<file path="src/rtl/tref_pkg.sv">
package tref_pkg;
   typedef enum logic [1:0] {
      ST_FREE = 2'd0,
      ST_ACQ  = 2'd1,
      ST_LOCK = 2'd2,
      ST_HOLD = 2'd3
   } tref_state_e;

   localparam int EV_TYPE_W = 3;
   localparam int N_EV      = 5;
   localparam logic [EV_TYPE_W-1:0] EV_SWITCH = 3'd0;
   localparam logic [EV_TYPE_W-1:0] EV_LOSS   = 3'd1;
   localparam logic [EV_TYPE_W-1:0] EV_HEXIT  = 3'd2;
   localparam logic [EV_TYPE_W-1:0] EV_JUMP   = 3'd3;
   localparam logic [EV_TYPE_W-1:0] EV_HLIMIT = 3'd4;
endpackage

</file>
<file path="src/rtl/tref_select.sv">
module tref_select #(
   parameter int N_REF  = 4,
   parameter int LOCK_W = 16,
   parameter int DUR_W  = 32,
   localparam int IDX_W = (N_REF > 1) ? $clog2(N_REF) : 1
) (
   input  logic              clk,
   input  logic              rst_n,
   input  logic [N_REF-1:0]  ref_ok,
   input  logic              pll_lock,
   input  logic [LOCK_W-1:0] cfg_lockout,
   output logic [IDX_W-1:0]  sel,
   output logic              sel_vld,
   output logic              relock_stb,
   output logic [DUR_W-1:0]  relock_dur
);
   logic [IDX_W-1:0]  best;
   logic              any_ok, cur_ok, forced, upgrade, do_sw;
   logic [LOCK_W-1:0] hold_cnt;
   logic [DUR_W-1:0]  rl_cnt;
   logic              rl_pend, lock_q;

   // fixed priority: lowest healthy index wins
   always_comb begin
      best = '0;
      for (int i = N_REF - 1; i >= 0; i--)
         if (ref_ok[i]) best = IDX_W'(i);
   end

   assign any_ok  = |ref_ok;
   assign cur_ok  = ref_ok[sel];
   assign forced  = any_ok && (!sel_vld || !cur_ok);
   assign upgrade = any_ok && sel_vld && cur_ok && (best < sel) && (hold_cnt == '0);
   assign do_sw   = forced || upgrade;

   always_ff @(posedge clk) begin
      if (!rst_n) begin
         sel        <= '0;
         sel_vld    <= 1'b0;
         hold_cnt   <= '0;
         rl_cnt     <= '0;
         rl_pend    <= 1'b0;
         lock_q     <= 1'b0;
         relock_stb <= 1'b0;
         relock_dur <= '0;
      end else begin
         lock_q     <= pll_lock;
         relock_stb <= 1'b0;
         if (!any_ok)
            sel_vld <= 1'b0;
         if (do_sw) begin
            sel      <= best;
            sel_vld  <= 1'b1;
            hold_cnt <= cfg_lockout;
            rl_pend  <= 1'b1;
            rl_cnt   <= DUR_W'(1);
         end else begin
            if (hold_cnt != '0)
               hold_cnt <= hold_cnt - 1'b1;
            if (rl_pend) begin
               if (pll_lock && !lock_q) begin
                  rl_pend    <= 1'b0;
                  relock_stb <= 1'b1;
                  relock_dur <= rl_cnt;
               end else if (rl_cnt != '1) begin
                  rl_cnt <= rl_cnt + 1'b1;
               end
            end
         end
      end
   end
endmodule

</file>
<file path="src/rtl/tref_lockfsm.sv">
module tref_lockfsm
   import tref_pkg::*;
#(
   parameter int IDX_W = 2,
   parameter int DUR_W = 32
) (
   input  logic             clk,
   input  logic             rst_n,
   input  logic             sel_vld,
   input  logic [IDX_W-1:0] sel,
   input  logic             pll_lock,
   input  logic [DUR_W-1:0] cfg_hold_max,
   output tref_state_e      st,
   output logic             svc,
   output logic             lol_alarm,
   output logic [IDX_W-1:0] lol_src,
   output logic             loss_stb,
   output logic [DUR_W-1:0] loss_dur,
   output logic             exit_stb,
   output logic [DUR_W-1:0] exit_dur,
   output logic             lim_stb
);
   tref_state_e      nxt;
   logic [DUR_W-1:0] st_cnt;

   always_comb begin
      nxt = st;
      unique case (st)
         ST_FREE: if (sel_vld) nxt = ST_ACQ;
         ST_ACQ:  if (!sel_vld) nxt = ST_FREE;
                  else if (pll_lock) nxt = ST_LOCK;
         ST_LOCK: if (!pll_lock || !sel_vld) nxt = ST_HOLD;
         ST_HOLD: if (pll_lock && sel_vld) nxt = ST_ACQ;
         default: nxt = ST_FREE;
      endcase
   end

   always_ff @(posedge clk) begin
      if (!rst_n) begin
         st        <= ST_FREE;
         st_cnt    <= '0;
         svc       <= 1'b0;
         lol_alarm <= 1'b0;
         lol_src   <= '0;
         loss_stb  <= 1'b0;
         loss_dur  <= '0;
         exit_stb  <= 1'b0;
         exit_dur  <= '0;
         lim_stb   <= 1'b0;
      end else begin
         st       <= nxt;
         loss_stb <= 1'b0;
         exit_stb <= 1'b0;
         lim_stb  <= 1'b0;
         if (nxt != st)
            st_cnt <= DUR_W'(1);
         else if (st_cnt != '1)
            st_cnt <= st_cnt + 1'b1;
         if (st == ST_LOCK && nxt == ST_HOLD) begin
            loss_stb  <= 1'b1;
            loss_dur  <= st_cnt;
            lol_alarm <= 1'b1;
            lol_src   <= sel;
         end
         if (st == ST_HOLD && nxt == ST_ACQ) begin
            exit_stb <= 1'b1;
            exit_dur <= st_cnt;
         end
         if (st == ST_HOLD && nxt == ST_HOLD && st_cnt == cfg_hold_max) begin
            svc     <= 1'b1;
            lim_stb <= 1'b1;
         end
         if (nxt == ST_LOCK) begin
            svc       <= 1'b0;
            lol_alarm <= 1'b0;
         end
      end
   end
endmodule

</file>
<file path="src/rtl/tref_jumpdet.sv">
module tref_jumpdet #(
   parameter int TS_W = 32
) (
   input  logic            clk,
   input  logic            rst_n,
   input  logic [TS_W-1:0] tcount,
   input  logic            tcount_vld,
   input  logic [TS_W-1:0] cfg_step,
   input  logic [TS_W-1:0] cfg_tol,
   output logic            jump_stb,
   output logic [TS_W-1:0] jump_delta
);
   logic [TS_W-1:0] prev, delta, lo;
   logic [TS_W:0]   lo_ext, hi_ext;
   logic            have_prev, outside;

   assign delta   = tcount - prev;
   assign lo_ext  = {1'b0, cfg_step} - {1'b0, cfg_tol};
   assign lo      = lo_ext[TS_W] ? '0 : lo_ext[TS_W-1:0];
   assign hi_ext  = {1'b0, cfg_step} + {1'b0, cfg_tol};
   assign outside = ({1'b0, delta} < {1'b0, lo}) || ({1'b0, delta} > hi_ext);

   always_ff @(posedge clk) begin
      if (!rst_n) begin
         prev       <= '0;
         have_prev  <= 1'b0;
         jump_stb   <= 1'b0;
         jump_delta <= '0;
      end else begin
         jump_stb <= 1'b0;
         if (tcount_vld) begin
            prev      <= tcount;
            have_prev <= 1'b1;
            if (have_prev && outside) begin
               jump_stb   <= 1'b1;
               jump_delta <= delta;
            end
         end
      end
   end
endmodule

</file>
<file path="src/rtl/tref_evq.sv">
module tref_evq #(
   parameter int W     = 37,
   parameter int DEPTH = 8,
   localparam int AW   = (DEPTH > 1) ? $clog2(DEPTH) : 1
) (
   input  logic         clk,
   input  logic         rst_n,
   input  logic         wr,
   input  logic [W-1:0] wdata,
   input  logic         rd,
   output logic [W-1:0] rdata,
   output logic         empty,
   output logic         full
);
   logic [W-1:0]  mem [DEPTH];
   logic [AW-1:0] wp, rp;
   logic [AW:0]   cnt;
   logic          push, pop;

   assign empty = (cnt == '0);
   assign full  = (cnt == (AW+1)'(DEPTH));
   assign push  = wr && !full;
   assign pop   = rd && !empty;
   assign rdata = mem[rp];

   always_ff @(posedge clk) begin
      if (push) mem[wp] <= wdata;
   end

   always_ff @(posedge clk) begin
      if (!rst_n) begin
         wp  <= '0;
         rp  <= '0;
         cnt <= '0;
      end else begin
         if (push) wp <= wp + 1'b1;
         if (pop)  rp <= rp + 1'b1;
         cnt <= cnt + (AW+1)'(push) - (AW+1)'(pop);
      end
   end
endmodule

</file>
<file path="src/rtl/tref_supervisor.sv">
module tref_supervisor
   import tref_pkg::*;
#(
   parameter int N_REF     = 4,
   parameter int TS_W      = 32,
   parameter int DUR_W     = 32,
   parameter int LOCK_W    = 16,
   parameter int EVQ_DEPTH = 8,
   localparam int IDX_W    = (N_REF > 1) ? $clog2(N_REF) : 1,
   localparam int REC_W    = EV_TYPE_W + IDX_W + DUR_W
) (
   input  logic              clk,
   input  logic              rst_n,
   input  logic [N_REF-1:0]  ref_ok,
   input  logic              pll_lock,
   input  logic [TS_W-1:0]   tcount,
   input  logic              tcount_vld,
   input  logic [LOCK_W-1:0] cfg_lockout,
   input  logic [TS_W-1:0]   cfg_step,
   input  logic [TS_W-1:0]   cfg_tol,
   input  logic [DUR_W-1:0]  cfg_hold_max,
   output logic [IDX_W-1:0]  mux_sel,
   output logic              sel_valid,
   output logic [1:0]        state,
   output logic [3:0]        alarm,
   output logic [IDX_W-1:0]  lol_src,
   output logic              degrade,
   output logic              ev_valid,
   output logic [2:0]        ev_type,
   output logic [IDX_W-1:0]  ev_src,
   output logic [DUR_W-1:0]  ev_dur,
   input  logic              ev_rd
);
   if (N_REF < 2 || N_REF > 8) begin : g_bad_nref
      $error("N_REF must lie in 2..8");
   end
   if (DUR_W < TS_W) begin : g_bad_dur
      $error("DUR_W must be at least TS_W");
   end
   if (EVQ_DEPTH < 2 || (EVQ_DEPTH & (EVQ_DEPTH - 1)) != 0) begin : g_bad_depth
      $error("EVQ_DEPTH must be a power of two >= 2");
   end

   tref_state_e      st;
   logic             svc, lol_alarm;
   logic             relock_stb, loss_stb, exit_stb, lim_stb, jump_stb;
   logic [DUR_W-1:0] relock_dur, loss_dur, exit_dur;
   logic [TS_W-1:0]  jump_delta;

   tref_select #(.N_REF(N_REF), .LOCK_W(LOCK_W), .DUR_W(DUR_W)) u_sel (
      .clk, .rst_n, .ref_ok, .pll_lock, .cfg_lockout,
      .sel(mux_sel), .sel_vld(sel_valid), .relock_stb, .relock_dur);

   tref_lockfsm #(.IDX_W(IDX_W), .DUR_W(DUR_W)) u_fsm (
      .clk, .rst_n, .sel_vld(sel_valid), .sel(mux_sel), .pll_lock, .cfg_hold_max,
      .st, .svc, .lol_alarm, .lol_src, .loss_stb, .loss_dur,
      .exit_stb, .exit_dur, .lim_stb);

   tref_jumpdet #(.TS_W(TS_W)) u_jmp (
      .clk, .rst_n, .tcount, .tcount_vld, .cfg_step, .cfg_tol,
      .jump_stb, .jump_delta);

   // event slots, one per type, drained lowest type first
   logic [N_EV-1:0]  set_v, pend;
   logic [IDX_W-1:0] set_src [N_EV];
   logic [DUR_W-1:0] set_dur [N_EV];
   logic [IDX_W-1:0] slot_src [N_EV];
   logic [DUR_W-1:0] slot_dur [N_EV];
   logic [EV_TYPE_W-1:0] pick;
   logic             q_wr, q_empty, q_full;
   logic [REC_W-1:0] q_rdata;

   assign set_v[EV_SWITCH] = relock_stb;
   assign set_src[EV_SWITCH] = mux_sel;
   assign set_dur[EV_SWITCH] = relock_dur;
   assign set_v[EV_LOSS] = loss_stb;
   assign set_src[EV_LOSS] = lol_src;
   assign set_dur[EV_LOSS] = loss_dur;
   assign set_v[EV_HEXIT] = exit_stb;
   assign set_src[EV_HEXIT] = mux_sel;
   assign set_dur[EV_HEXIT] = exit_dur;
   assign set_v[EV_JUMP] = jump_stb;
   assign set_src[EV_JUMP] = mux_sel;
   assign set_dur[EV_JUMP] = DUR_W'(jump_delta);
   assign set_v[EV_HLIMIT] = lim_stb;
   assign set_src[EV_HLIMIT] = mux_sel;
   assign set_dur[EV_HLIMIT] = cfg_hold_max;

   always_comb begin
      pick = '0;
      for (int i = N_EV - 1; i >= 0; i--)
         if (pend[i]) pick = EV_TYPE_W'(i);
   end

   assign q_wr = (|pend) && !q_full;

   for (genvar g = 0; g < N_EV; g++) begin : g_slot
      always_ff @(posedge clk) begin
         if (!rst_n) begin
            pend[g]     <= 1'b0;
            slot_src[g] <= '0;
            slot_dur[g] <= '0;
         end else if (set_v[g]) begin
            pend[g]     <= 1'b1;
            slot_src[g] <= set_src[g];
            slot_dur[g] <= set_dur[g];
         end else if (q_wr && pick == EV_TYPE_W'(g)) begin
            pend[g] <= 1'b0;
         end
      end
   end

   tref_evq #(.W(REC_W), .DEPTH(EVQ_DEPTH)) u_q (
      .clk, .rst_n, .wr(q_wr),
      .wdata({pick, slot_src[pick], slot_dur[pick]}),
      .rd(ev_rd), .rdata(q_rdata), .empty(q_empty), .full(q_full));

   assign ev_valid = !q_empty;
   assign {ev_type, ev_src, ev_dur} = q_rdata;

   assign state   = st;
   assign alarm   = {svc, jump_stb, st == ST_HOLD, lol_alarm};
   assign degrade = (st != ST_LOCK) || jump_stb;
endmodule

</file>
<file path="config.mk">
export PLATFORM = sky130hd
export DESIGN_NAME = tref_supervisor
export DESIGN_NICKNAME = d
export VERILOG_FILES = /design/src/rtl/tref_pkg.sv /design/src/rtl/tref_select.sv /design/src/rtl/tref_lockfsm.sv /design/src/rtl/tref_jumpdet.sv /design/src/rtl/tref_evq.sv /design/src/rtl/tref_supervisor.sv
export SDC_FILE = /design/constraint.sdc
export NUM_CORES = 1
export LEC_CHECK = 0
export BUFFER_PORTS_ARGS = -buffer_cell sky130_fd_sc_hd__buf_2
export CAP_MARGIN = 20
export CORE_ASPECT_RATIO = 0.9
export CORE_MARGIN = 8
export CORE_UTILIZATION = 61
export CTS_BUF_LIST = sky130_fd_sc_hd__clkbuf_4 sky130_fd_sc_hd__clkbuf_8
export CTS_CLUSTER_DIAMETER = 120
export DETAILED_ROUTE_END_ITERATION = 16
export HOLD_SLACK_MARGIN = 0.05
export PLACE_DENSITY = 0.78
export SLEW_MARGIN = 10
export SYNTH_ARGS = -nofsm -noshare
export SYNTH_HDL_FRONTEND = slang
export SYNTH_HIERARCHICAL = 1
export SYNTH_SLANG_ARGS = --single-unit
</file>
<file path="constraint.sdc">
create_clock -name clk -period 9.9 [get_ports clk]
set_clock_uncertainty 0.2 [all_clocks]
set_input_delay 1.485 -clock clk [delete_from_list [all_inputs] [get_ports clk]]
set_output_delay 1.485 -clock clk [all_outputs]
set_load 0.03 [all_outputs]
</file>
Word level (Yosys, flattened, before mapping). Memories as Yosys holds them, arrays and structs flattened. A register that Yosys moved wholly into a read port is not among the register bits. Index checks and enable logic that the tools add are counted.

Logic and storage cells: 213. RAM bits: 466. Memories: 3. Bits in registers: 272.

Equality and inequality tests: 18. Bitwise operators: 14. Muxes and demuxes: 76. Order comparisons: 4. Reduce and logical (&&, ||, !) cells: 56. Add/sub/neg operators: 10.

Memory list: u_q.mem (depth 8, width 37, rd ports 1, clocked after memory_dff 1, write ports 1, line tref_evq.sv:15) `logic [W-1:0] mem [DEPTH];`; slot_dur (depth 5, width 32, rd ports 1, clocked after memory_dff 0, write ports 5, line tref_supervisor.sv:68) `logic [DUR_W-1:0] slot_dur [N_EV];`; slot_src (depth 5, width 2, rd ports 1, clocked after memory_dff 0, write ports 5, line tref_supervisor.sv:67) `logic [IDX_W-1:0] slot_src [N_EV];`.

Operator list (count): 32-bit 2-to-1 mux (6); 32-bit by 1-bit adder with 32-bit output (second input constant) (2); 32-bit inequality test (second input constant) (2); 1-bit 2-to-1 mux (45); 32-bit by 32-bit adder with 33-bit output (1); 32-bit by 33-bit > comparator with 1-bit output (1); 32-bit by 32-bit subtractor with 33-bit output (1); 32-bit == test (1); 32-bit less-than comparator (1); 16-bit 2-to-1 mux (2); 32-bit subtractor (1); 2-bit 2-to-1 mux (14); 3-bit 2-to-1 mux (7); 1-bit logical AND (20); 2-bit nonzero test (9); 16-bit zero test (1); 16-bit nonzero test (1); 16-bit by 1-bit subtractor with 16-bit output (second input constant) (1); 1-bit bitwise OR (10); 3-bit AND reduction (3); 2-bit == test (second input constant) (4); 2-bit case mux with 4 select lines (1); 3-bit by 1-bit adder with 3-bit output (second input constant) (2); 3-bit by 2-bit == test with 1-bit output (second input constant) (2); other kinds (23) (40).

Depth between registers and ports, before layout. Gate-level depths: netlist of run 1.

Depth in word-level cells: 10. Gate-level depth with buffers: 27.

Hierarchy. Netlist of run 1, hierarchy kept.

By module, submodules not included: tref_evq (cells an instance 506, times used 1, area an instance 11815.1 µm²); tref_supervisor (cells an instance 766, times used 1, area an instance 8883.5 µm²); tref_jumpdet (cells an instance 1153, times used 1, area an instance 8873.5 µm²); tref_lockfsm (cells an instance 583, times used 1, area an instance 4778.3 µm²); tref_select (cells an instance 467, times used 1, area an instance 3923.8 µm²).

Worst setup path after synthesis of run 1. Ideal clock, no wire load.

Path kind: input port to flip-flop. Start: in cfg_tol[6]. End: reg u_jmp.jump_delta[0]. Setup time: 0.072 ns. Buffers on the path: 3. Arrival time: 6.118 ns. Slack: 3.511 ns. Stages on the path: 24. Required time: 9.628 ns. Cells stage by stage: inv_1 ha_1 buf_6 a2111oi_0 a2111oi_0 a211o_1 a211o_1 a41o_1 a21bo_2 a41oi_1 mux2_2 ha_1 nand4_1 nor3_1 nand2_1 nor3_1 a21bo_2 a31oi_1 a31o_1 a21oi_1 o32a_1 buf_6 buf_12 mux2i_1.

Word-level cells in the longest chain between the ends: 6. Elaborated cells between the ends (all ways): 8. Classes of those cells: add/sub: 2; order compare: 2; mux: 1; reduce/logical: 3.

Ends and longest elaborated chain: from (decl) (line tref_supervisor.sv:20) `input logic [TS_W-1:0] cfg_tol,`; 32-bit by 32-bit subtractor with 33-bit output (line tref_jumpdet.sv:18) `assign lo_ext = {1'b0, cfg_step} - {1'b0, cfg_tol};`; 32-bit 2-to-1 mux (line tref_jumpdet.sv:19) `assign lo = lo_ext[TS_W] ? '0 : lo_ext[TS_W-1:0];`; 32-bit less-than comparator (line tref_jumpdet.sv:21) `assign outside = ({1'b0, delta} < {1'b0, lo}) || ({1'b0, delta} > hi_ext);`; 1-bit logical OR * (line tref_jumpdet.sv:21); 1-bit logical AND * (line tref_jumpdet.sv:34) `if (have_prev && outside) begin`; 2-bit AND reduction (no source line) *; to (signal assigned) (line tref_jumpdet.sv:36) `jump_delta <= delta;`; to (decl) (line tref_jumpdet.sv:11) `output logic [TS_W-1:0] jump_delta`.

Mark *: on every way between the ends. The rest lies on a longest branch, timed or not. A chain may end at the register's enable or synchronous reset.

Worst setup path after layout of run 1.
Start: in tcount[0]. End: reg u_jmp.jump_delta[31].

Word-level cells in the longest chain between the ends: 5. Elaborated cells between the ends (all ways): 6. Classes of those cells: add/sub: 1; order compare: 2; reduce/logical: 3.

Ends and longest elaborated chain: from (decl) (line tref_supervisor.sv:16) `input logic [TS_W-1:0] tcount,`; 32-bit subtractor * (line tref_jumpdet.sv:17) `assign delta = tcount - prev;`; via u_jmp.delta[30] (line tref_jumpdet.sv:13) `logic [TS_W-1:0] prev, delta, lo;`; 32-bit by 33-bit > comparator with 1-bit output / 32-bit less-than comparator (equally long branches) (line tref_jumpdet.sv:21); 1-bit logical OR * (line tref_jumpdet.sv:21); 1-bit logical AND * (line tref_jumpdet.sv:34); 2-bit AND reduction (no source line) *.

The timed path passes the listed nets; every way through them passes the cells marked *.

==> run_results.csv, run 1 <==
group,metric,value,unit
yosys,async_flop_share,0,%
cells_and_area,nNetsFinal,3928,
die,placementRows,87,
placement,gp_congestion,0.904,
clock_network,cts_setup_buffers,0,
clock_network,ctsHoldBuffers,0,
cells_and_area,utilization,67.3,%
sta,rsz0062_at_grt,"false",
routing,firstDrtPassIters,6,
pwr,peakVddDrop,0.147,mV
routing,num_vias,27700,
pwr,p_sw,2070,uW
placement,place_area,0.0397,sq mm
yosys,synth_edf_count,466,
clock_network,htree_levels,3,
die,start_util,61.4,%
routing,drc,0,
sta,finalCriticalPeriod,7.22,ns
yosys,syn-cell-area,0.0383,sq mm
pwr,clkPwrFrac,34.8,%
worst_setup_path,path_max_fanout,33,
routing,routedWlPerCell,21.2,microns
sta,maxSlewViolCount,0,
pwr,pwr-share-seq,46.7,%
pwr,combPwrFrac,18.5,%
sta,tightest_slew,1.18,ns
global_route,grt_antenna_before_repair,5,
clock_network,worstSkewPairLatency,0.71,ns
yosys,synth_nets,3799,
die,dieWidth,280,microns
yosys,synth_seq_area_share,50.9,%
sta,setup_total_negative_slack,0,ns
sta,maxSlewHeadroom,20.9,%
die,fp.dieH,254,microns
pwr,p_leak,0.0164,uW
worst_setup_path,worst-setup-path-type,"input port to flop",
cells_and_area,syn_to_final_growth,9.75,%
placement,io_buffers,202,
die,ios,203,
die,die-area,0.0710,sq mm
yosys,synth.top_cell.area_share,36.6,%
sta,fmax,139,MHz
die,core_area,0.0624,sq mm
cells_and_area,drive_above_1_share,17.1,%
run,max_cap_viol_count,0,
sta,holdWs,0.257,ns
clock_network,ctsResizeCount,0,
yosys,synthFlopType,"edfxtp_1",
pwr,p_sw_share,27.8,%
global_route,overflow,0,
clock_network,cts_buffer_depth,3,
sta,finalSetupViolations,0,
pwr,internal_power,5370,uW
clock_network,cts_tree,"yes",
global_route,grt_max_degree,128,
cells_and_area,final_cells,4545,
global_route,grt_pass1_wl,147,mm
sta,hold_viol,0,
routing,drtAntennaViolNets,0,
yosys,yosys_warnings,6,
global_route,grt_pass1_vias,26000,
yosys,ys_ff_latch,741,
routing,drtIter0Drc,2982,
clock_network,cts_buffers,107,
worst_setup_path,cp.arrival,7.64,ns
yosys,synth_cell_type_count,102,
worst_setup_path,start_kind,"input port",
placement,hpwl,65.7,mm
pwr,power_density,177,mW/mm^2
yosys,syn_area_per_cell,11.0,sq um
clock_network,clkSinkCount,741,
clock_network,root_buffer,"clkbuf_8",
yosys,synth_cells,3475,
sta,finalCritPeriodShare,72.9,%
clock_network,clk_pin_slew_worst_paths,0.06,ns
run_status,status,"finished clean",
worst_setup_path,required,10.32,ns
yosys,synth_top_cell_by_area,"edfxtp_1",
global_route,grt_util_all_layers,26.2,%
placement,placed_cells,4338,
worst_setup_path,crit_path_end_kind,"flop",
yosys,synth_area_leaders,"edfxtp_1 (37%), dfxtp_1 (14%), ha_1 (5.5%)",
routing,vias_per_cell,6.10,
routing,drt-total-wl,96.4,mm
min_path,hold_class,"flop to flop",
cells_and_area,post-route-cell-area,0.0420,sq mm
## per-stage QoR
step	power (uW)	worst slack [ns]
floorplan	4540	3.51
global placement	4880	2.37
detailed placement	4900	2.16
CTS	7470	2.87
global route	7740	2.31
finish	7440	2.68
## critical path: stages
cell and delay [ns]:
buf_2 0.12, inv_1 0.05, ha_1 0.17, inv_1 0.06
fa_1 0.40, a21oi_1 0.23, o221ai_1 0.22, o2111ai_1 0.47
a21oi_1 0.20, o2111ai_1 0.36, a31oi_1 0.17, a41o_1 0.27
or3_1 0.33, and2_1 0.20, ha_1 0.30, nand4_1 0.13
nor3_1 0.35, nand2_1 0.14, nor3_1 0.23, a21bo_2 0.17
a31oi_1 0.07, a31o_1 0.20, a21oi_1 0.14, o32a_2 0.84
mux2i_1 0.29
## area by class of cell
class / instances / area, sq um
Antenna cell: 6 / 15.0
Clock buffer: 157 / 1920
Clock inverter: 42 / 380
Fill cell: 4635 / 20400
Inverter: 170 / 638
Multi-Input combinational cell: 2342 / 17200
Sequential cell: 741 / 19500
Tap cell: 845 / 1060
Timing Repair Buffer: 242 / 1330
## synth_stat cells, drive strengths merged (4+ instances only)
cell     number
a211oi       18
o211ai       10
o21ai       155
a21boi       77
a31oi        47
or3          51
a41o          4
nand3b       38
o21a         23
nand4        47
clkbuf      157
nand3        79
or4          21
nor2        148
and3        181
or2          12
o21bai       15
mux2i        80
fa            4
ha          167
nand2       332
edfxtp      466
nor3         72
inv         167
a311oi        4
a2111oi      10
and3b        35
buf          65
mux4         75
and4         16
a221oi        4
dfxtp       275
o2bb2ai       9
a21oi       173
nor4         21
a21o         35
o31ai        17
nand2b       25
and2         15
nor2b        61
mux2         40
xor2         53
a22o         34
xnor2        84
## registers in the layout (all words and copies together) (netlist names), 2 cells and up, named ones only
signal	flops
slot_dur	160
u_fsm/st	2
u_fsm/lol_src	2
u_sel/relock_dur	32
u_q/cnt	4
u_fsm/st_cnt	32
u_fsm/loss_dur	32
u_fsm/exit_dur	32
u_q/wp	3
u_jmp/prev	32
u_sel/hold_cnt	16
u_q/mem	296
slot_src	10
pend	5
u_sel/rl_cnt	32
u_q/rp	3
u_jmp/jump_delta	32
u_sel/sel	2
## power by group through the flow
stage,sequential (uW),combinational (uW),clock [uW]
floorplan,3470,1070,0
global placement,3540,1340,0
detailed placement,3540,1360,0
CTS,3480,1370,2620
global route,3490,1500,2760
finish,3480,1370,2590
## path summary, 6_finish.rpt
kind / start / endpoint / slack [ns] / depth (start not counted)
setup reg to reg: u_jmp/prev[0] / u_jmp/jump_delta[31] / 3.30 / 23
hold reg to reg: u_jmp/jump_delta[16] / u_jmp/jump_delta[16] / 0.26 / 2
setup / recovery: tcount[0] / u_jmp/jump_delta[31] / 2.68 / 25
hold / removal: u_jmp/jump_delta[16] / u_jmp/jump_delta[16] / 0.26 / 2
## cell families (layout without fill, tap and decap cells)
kind of cell               after synthesis  count (layout)  synth area share [%]
and+or+nand+nor                       1166            1166                  16.7
buffers and inverters                  392             611                  4.44
DFF                                    741             741                  50.9
AOI/OAI and AO/OA                      673             673                  11.5
adders and majority gates              171             171                  5.67
other                                    0               6                     0
muxes                                  195             195                  7.68
xor gates and xnor gates               137             137                  3.14
## layout by cell type, fill, tap and decap left out, types with 53 or more instances in the layout
master,synthesis,routed
o21ai_0,147,147
and3_1,181,181
nand2_1,331,331
mux4_2,75,75
a21boi_0,76,76
a21oi_1,170,170
clkbuf_8,0,119
buf_2,33,201
mux2i_1,80,80
inv_1,165,165
ha_1,167,167
nand3_1,79,78
nor2_1,147,142
dfxtp_1,275,269
nor2b_1,61,61
xnor2_1,84,84
edfxtp_1,466,466
xor2_1,53,53
## routing by layer
layer	track usage, %	vias to the layer above	routed length [microns]
met1	37.4	13300	41700
met3	5.17	154	8510
met2	40.6	1202	43800
met4	7.57	0	2480
li1	-	13000	-
met5	0	-	0
(Power assumes the default switching activity.)
==> inputs of run 2 (changes only) <==
--- a/config.mk
+++ b/config.mk
@@ -9,12 +9,12 @@
 export CAP_MARGIN = 20
 export CORE_ASPECT_RATIO = 0.9
 export CORE_MARGIN = 8
-export CORE_UTILIZATION = 61
+export CORE_UTILIZATION = 58
 export CTS_BUF_LIST = sky130_fd_sc_hd__clkbuf_4 sky130_fd_sc_hd__clkbuf_8
 export CTS_CLUSTER_DIAMETER = 120
 export DETAILED_ROUTE_END_ITERATION = 16
 export HOLD_SLACK_MARGIN = 0.05
-export PLACE_DENSITY = 0.78
+export PLACE_DENSITY = 0.77
 export SLEW_MARGIN = 10
 export SYNTH_ARGS = -nofsm -noshare
 export SYNTH_HDL_FRONTEND = slang
==> constraint.sdc (replaced) <==
create_clock -name clk -period 6 [get_ports clk]
set_clock_uncertainty 0.2 [all_clocks]
set_input_delay 0.9 -clock clk [delete_from_list [all_inputs] [get_ports clk]]
set_output_delay 0.9 -clock clk [all_outputs]
set_load 0.03 [all_outputs]
==> run 2 against run 1 <==
Via count grew 3.3%. Sequential cell count unchanged. Combinational power is 83% higher. Largest cell class unchanged. Highest routed layer unchanged.
==> run_results.csv, run 2 (synthesis results as in run 1) <==
group,metric,value,unit
run_status,status,"finished clean",
placement,hpwl,70.0,mm
global_route,grt_max_degree,97,
cells_and_area,post-route-cell-area,0.0436,sq mm
sta,maxSlewViolCount,0,
pwr,peakVddDrop,0.239,mV
sta,fmax,173,MHz
global_route,grt_pass1_wl,155,mm
sta,maxSlewHeadroom,23.5,%
min_path,hold_class,"input port to flop",
routing,drtIter0Drc,3133,
worst_setup_path,path_max_fanout,6,
die,ios,203,
min_path,min_from,"cfg_lockout[14]",
worst_setup_path,r2r_slack,0.24,ns
cells_and_area,layout.cells.most_common,"edfxtp_1",
placement,gp_congestion,0.939,
clock_network,clkSinkCount,741,
routing,firstDrtPassIters,6,
run,max_cap_viol_count,0,
min_path,whs_path_depth,2,
routing,num_vias,28600,
cells_and_area,final_cells,4733,
cells_and_area,nNetsFinal,4087,
clock_network,cts_buffers,112,
pwr,p_leak,0.0173,uW
placement,placed_cells,4505,
worst_setup_path,crit_path_end_kind,"flop",
placement,io_buffers,202,
clock_network,htree_levels,3,
clock_network,ctsHoldBuffers,0,
placement,dp_slack,-0.477,ns
sta,finalCriticalPeriod,5.76,ns
cells_and_area,nFillCells,4972,
cells_and_area,drive_above_1_share,21.1,%
pwr,power_density,297,mW/mm^2
cells_and_area,syn_to_final_growth,13.8,%
routing,drtAntennaViolNets,0,
worst_setup_path,cp.arrival,6.20,ns
global_route,grt_pass1_vias,27000,
sta,hold_viol,0,
placement,place_area,0.0408,sq mm
routing,drt-total-wl,102,mm
worst_setup_path,r2r_start,"u_jmp/prev[0]",
sta,finalSetupViolations,0,
sta,finalCritPeriodShare,96.1,%
global_route,grt_antenna_before_repair,4,
die,die-area,0.0745,sq mm
clock_network,clk_pin_slew_worst_paths,0.07,ns
die,core_area,0.0655,sq mm
global_route,overflow,0,
worst_setup_path,required,6.44,ns
worst_setup_path,r2r_end,"u_jmp/jump_delta[24]",
die,start_util,58.5,%
cells_and_area,regArea,0.0195,sq mm
cells_and_area,final_cell_mix,"edfxtp_1 (466), nand2_1 (331), dfxtp_1 (269)",
routing,routedWlPerCell,21.5,microns
clock_network,cts_buffer_depth,3,
routing,vias_per_cell,6.05,
clock_network,worstSkewPairLatency,0.75,ns
cells_and_area,regMostFlops,"u_q/mem",
sta,setup_total_negative_slack,0,ns
cells_and_area,top_regs,"u_q/mem: 296 flops, slot_dur: 160 flops",
routing,drc,0,
sta,tightest_slew,1.14,ns
worst_setup_path,reg2reg_depth,26,
cells_and_area,largest_reg_flops,296,
cells_and_area,multi_input_area,0.0172,sq mm
cells_and_area,utilization,66.5,%
die,dieWidth,287,microns
worst_setup_path,worst-setup-path-type,"flop to flop",
sta,setup_slack,0.236,ns
worst_setup_path,start_kind,"flop",
min_path,holdPathEnd,"u_sel/hold_cnt[14]",
clock_network,root_buffer,"clkbuf_8",
global_route,grt_util_all_layers,26.4,%
die,placementRows,89,
die,fp.dieH,260,microns
clock_network,cts_tree,"yes",
## run 2: area by class of cell
| type | count | area share [%] |
|---|---|---|
| clock buffers | 177 | 4.86 |
| well taps | 864 | 2.48 |
| clock inverters | 37 | 1.08 |
| multi-input cells | 2342 | 39.5 |
| inverters | 170 | 1.46 |
| repair buffers | 396 | 5.79 |
| diodes | 6 | 0.0345 |
| flip-flops and latches | 741 | 44.8 |
## run 2: worst max path at each step
stage,from,to,slack (ns),depth (start not counted)
3_5_place_dp,tcount[0],u_jmp/jump_delta[4],-0.48,28
2_1_floorplan,cfg_tol[6],u_jmp/jump_delta[0],0.20,24
3_3_place_gp,tcount[0],u_jmp/jump_delta[3],-0.35,28
5_1_grt,u_jmp/prev[0],u_jmp/jump_delta[24],-0.03,26
6_report,u_jmp/prev[0],u_jmp/jump_delta[24],0.24,26
4_1_cts,u_jmp/prev[0],u_jmp/jump_delta[15],0.15,26
## run 2: report_power, final
part	internal, uW	switching, uW
Sequential	5560	152
Clock	2660	2040
Combinational	1080	1420
## run 2: repair_timing
item                                    in CTS  in global routing
endpoints found under the setup margin       0                 32
buffers inserted                             0                  1
resized for setup                            0                 12
## run 2: stage by stage
| step | hold slack (ns) | power [uW] |
|---|---|---|
| after floorplan | 0.232 | 7490 |
| after global placement | 0.241 | 8230 |
| after detailed placement | 0.246 | 8280 |
| after CTS | 0.117 | 13000 |
| after global routing | 0.124 | 13400 |
| final | 0.170 | 12900 |
## run 2: layer usage
metal / wire (microns) / global-route usage (%) / vias to the layer above
met5: 0 / 0 / -
met4: 2060 / 6.91 / 0
met3: 9230 / 5.14 / 126
met2: 47500 / 41.6 / 1272
met1: 43100 / 37.4 / 13800
li1: - / - / 13400
## run 2: critical path, cell delays in order (launching register included)
cell and delay [ns]:
dfxtp_1 0.36, ha_1 0.21, inv_1 0.07, fa_1 0.41
a21oi_2 0.22, o221ai_2 0.16, o2111ai_1 0.22, buf_4 0.16
a21oi_1 0.14, o2111ai_2 0.29, a31oi_2 0.17, a41o_1 0.27
or3_1 0.32, and2_1 0.19, ha_1 0.29, nand4_1 0.15
nor3_2 0.20, buf_4 0.14, nand2_1 0.07, nor3_1 0.18
a21bo_2 0.17, a31oi_1 0.07, a31o_1 0.20, a21oi_2 0.16
o32a_4 0.25, buf_4 0.20, mux2i_1 0.21
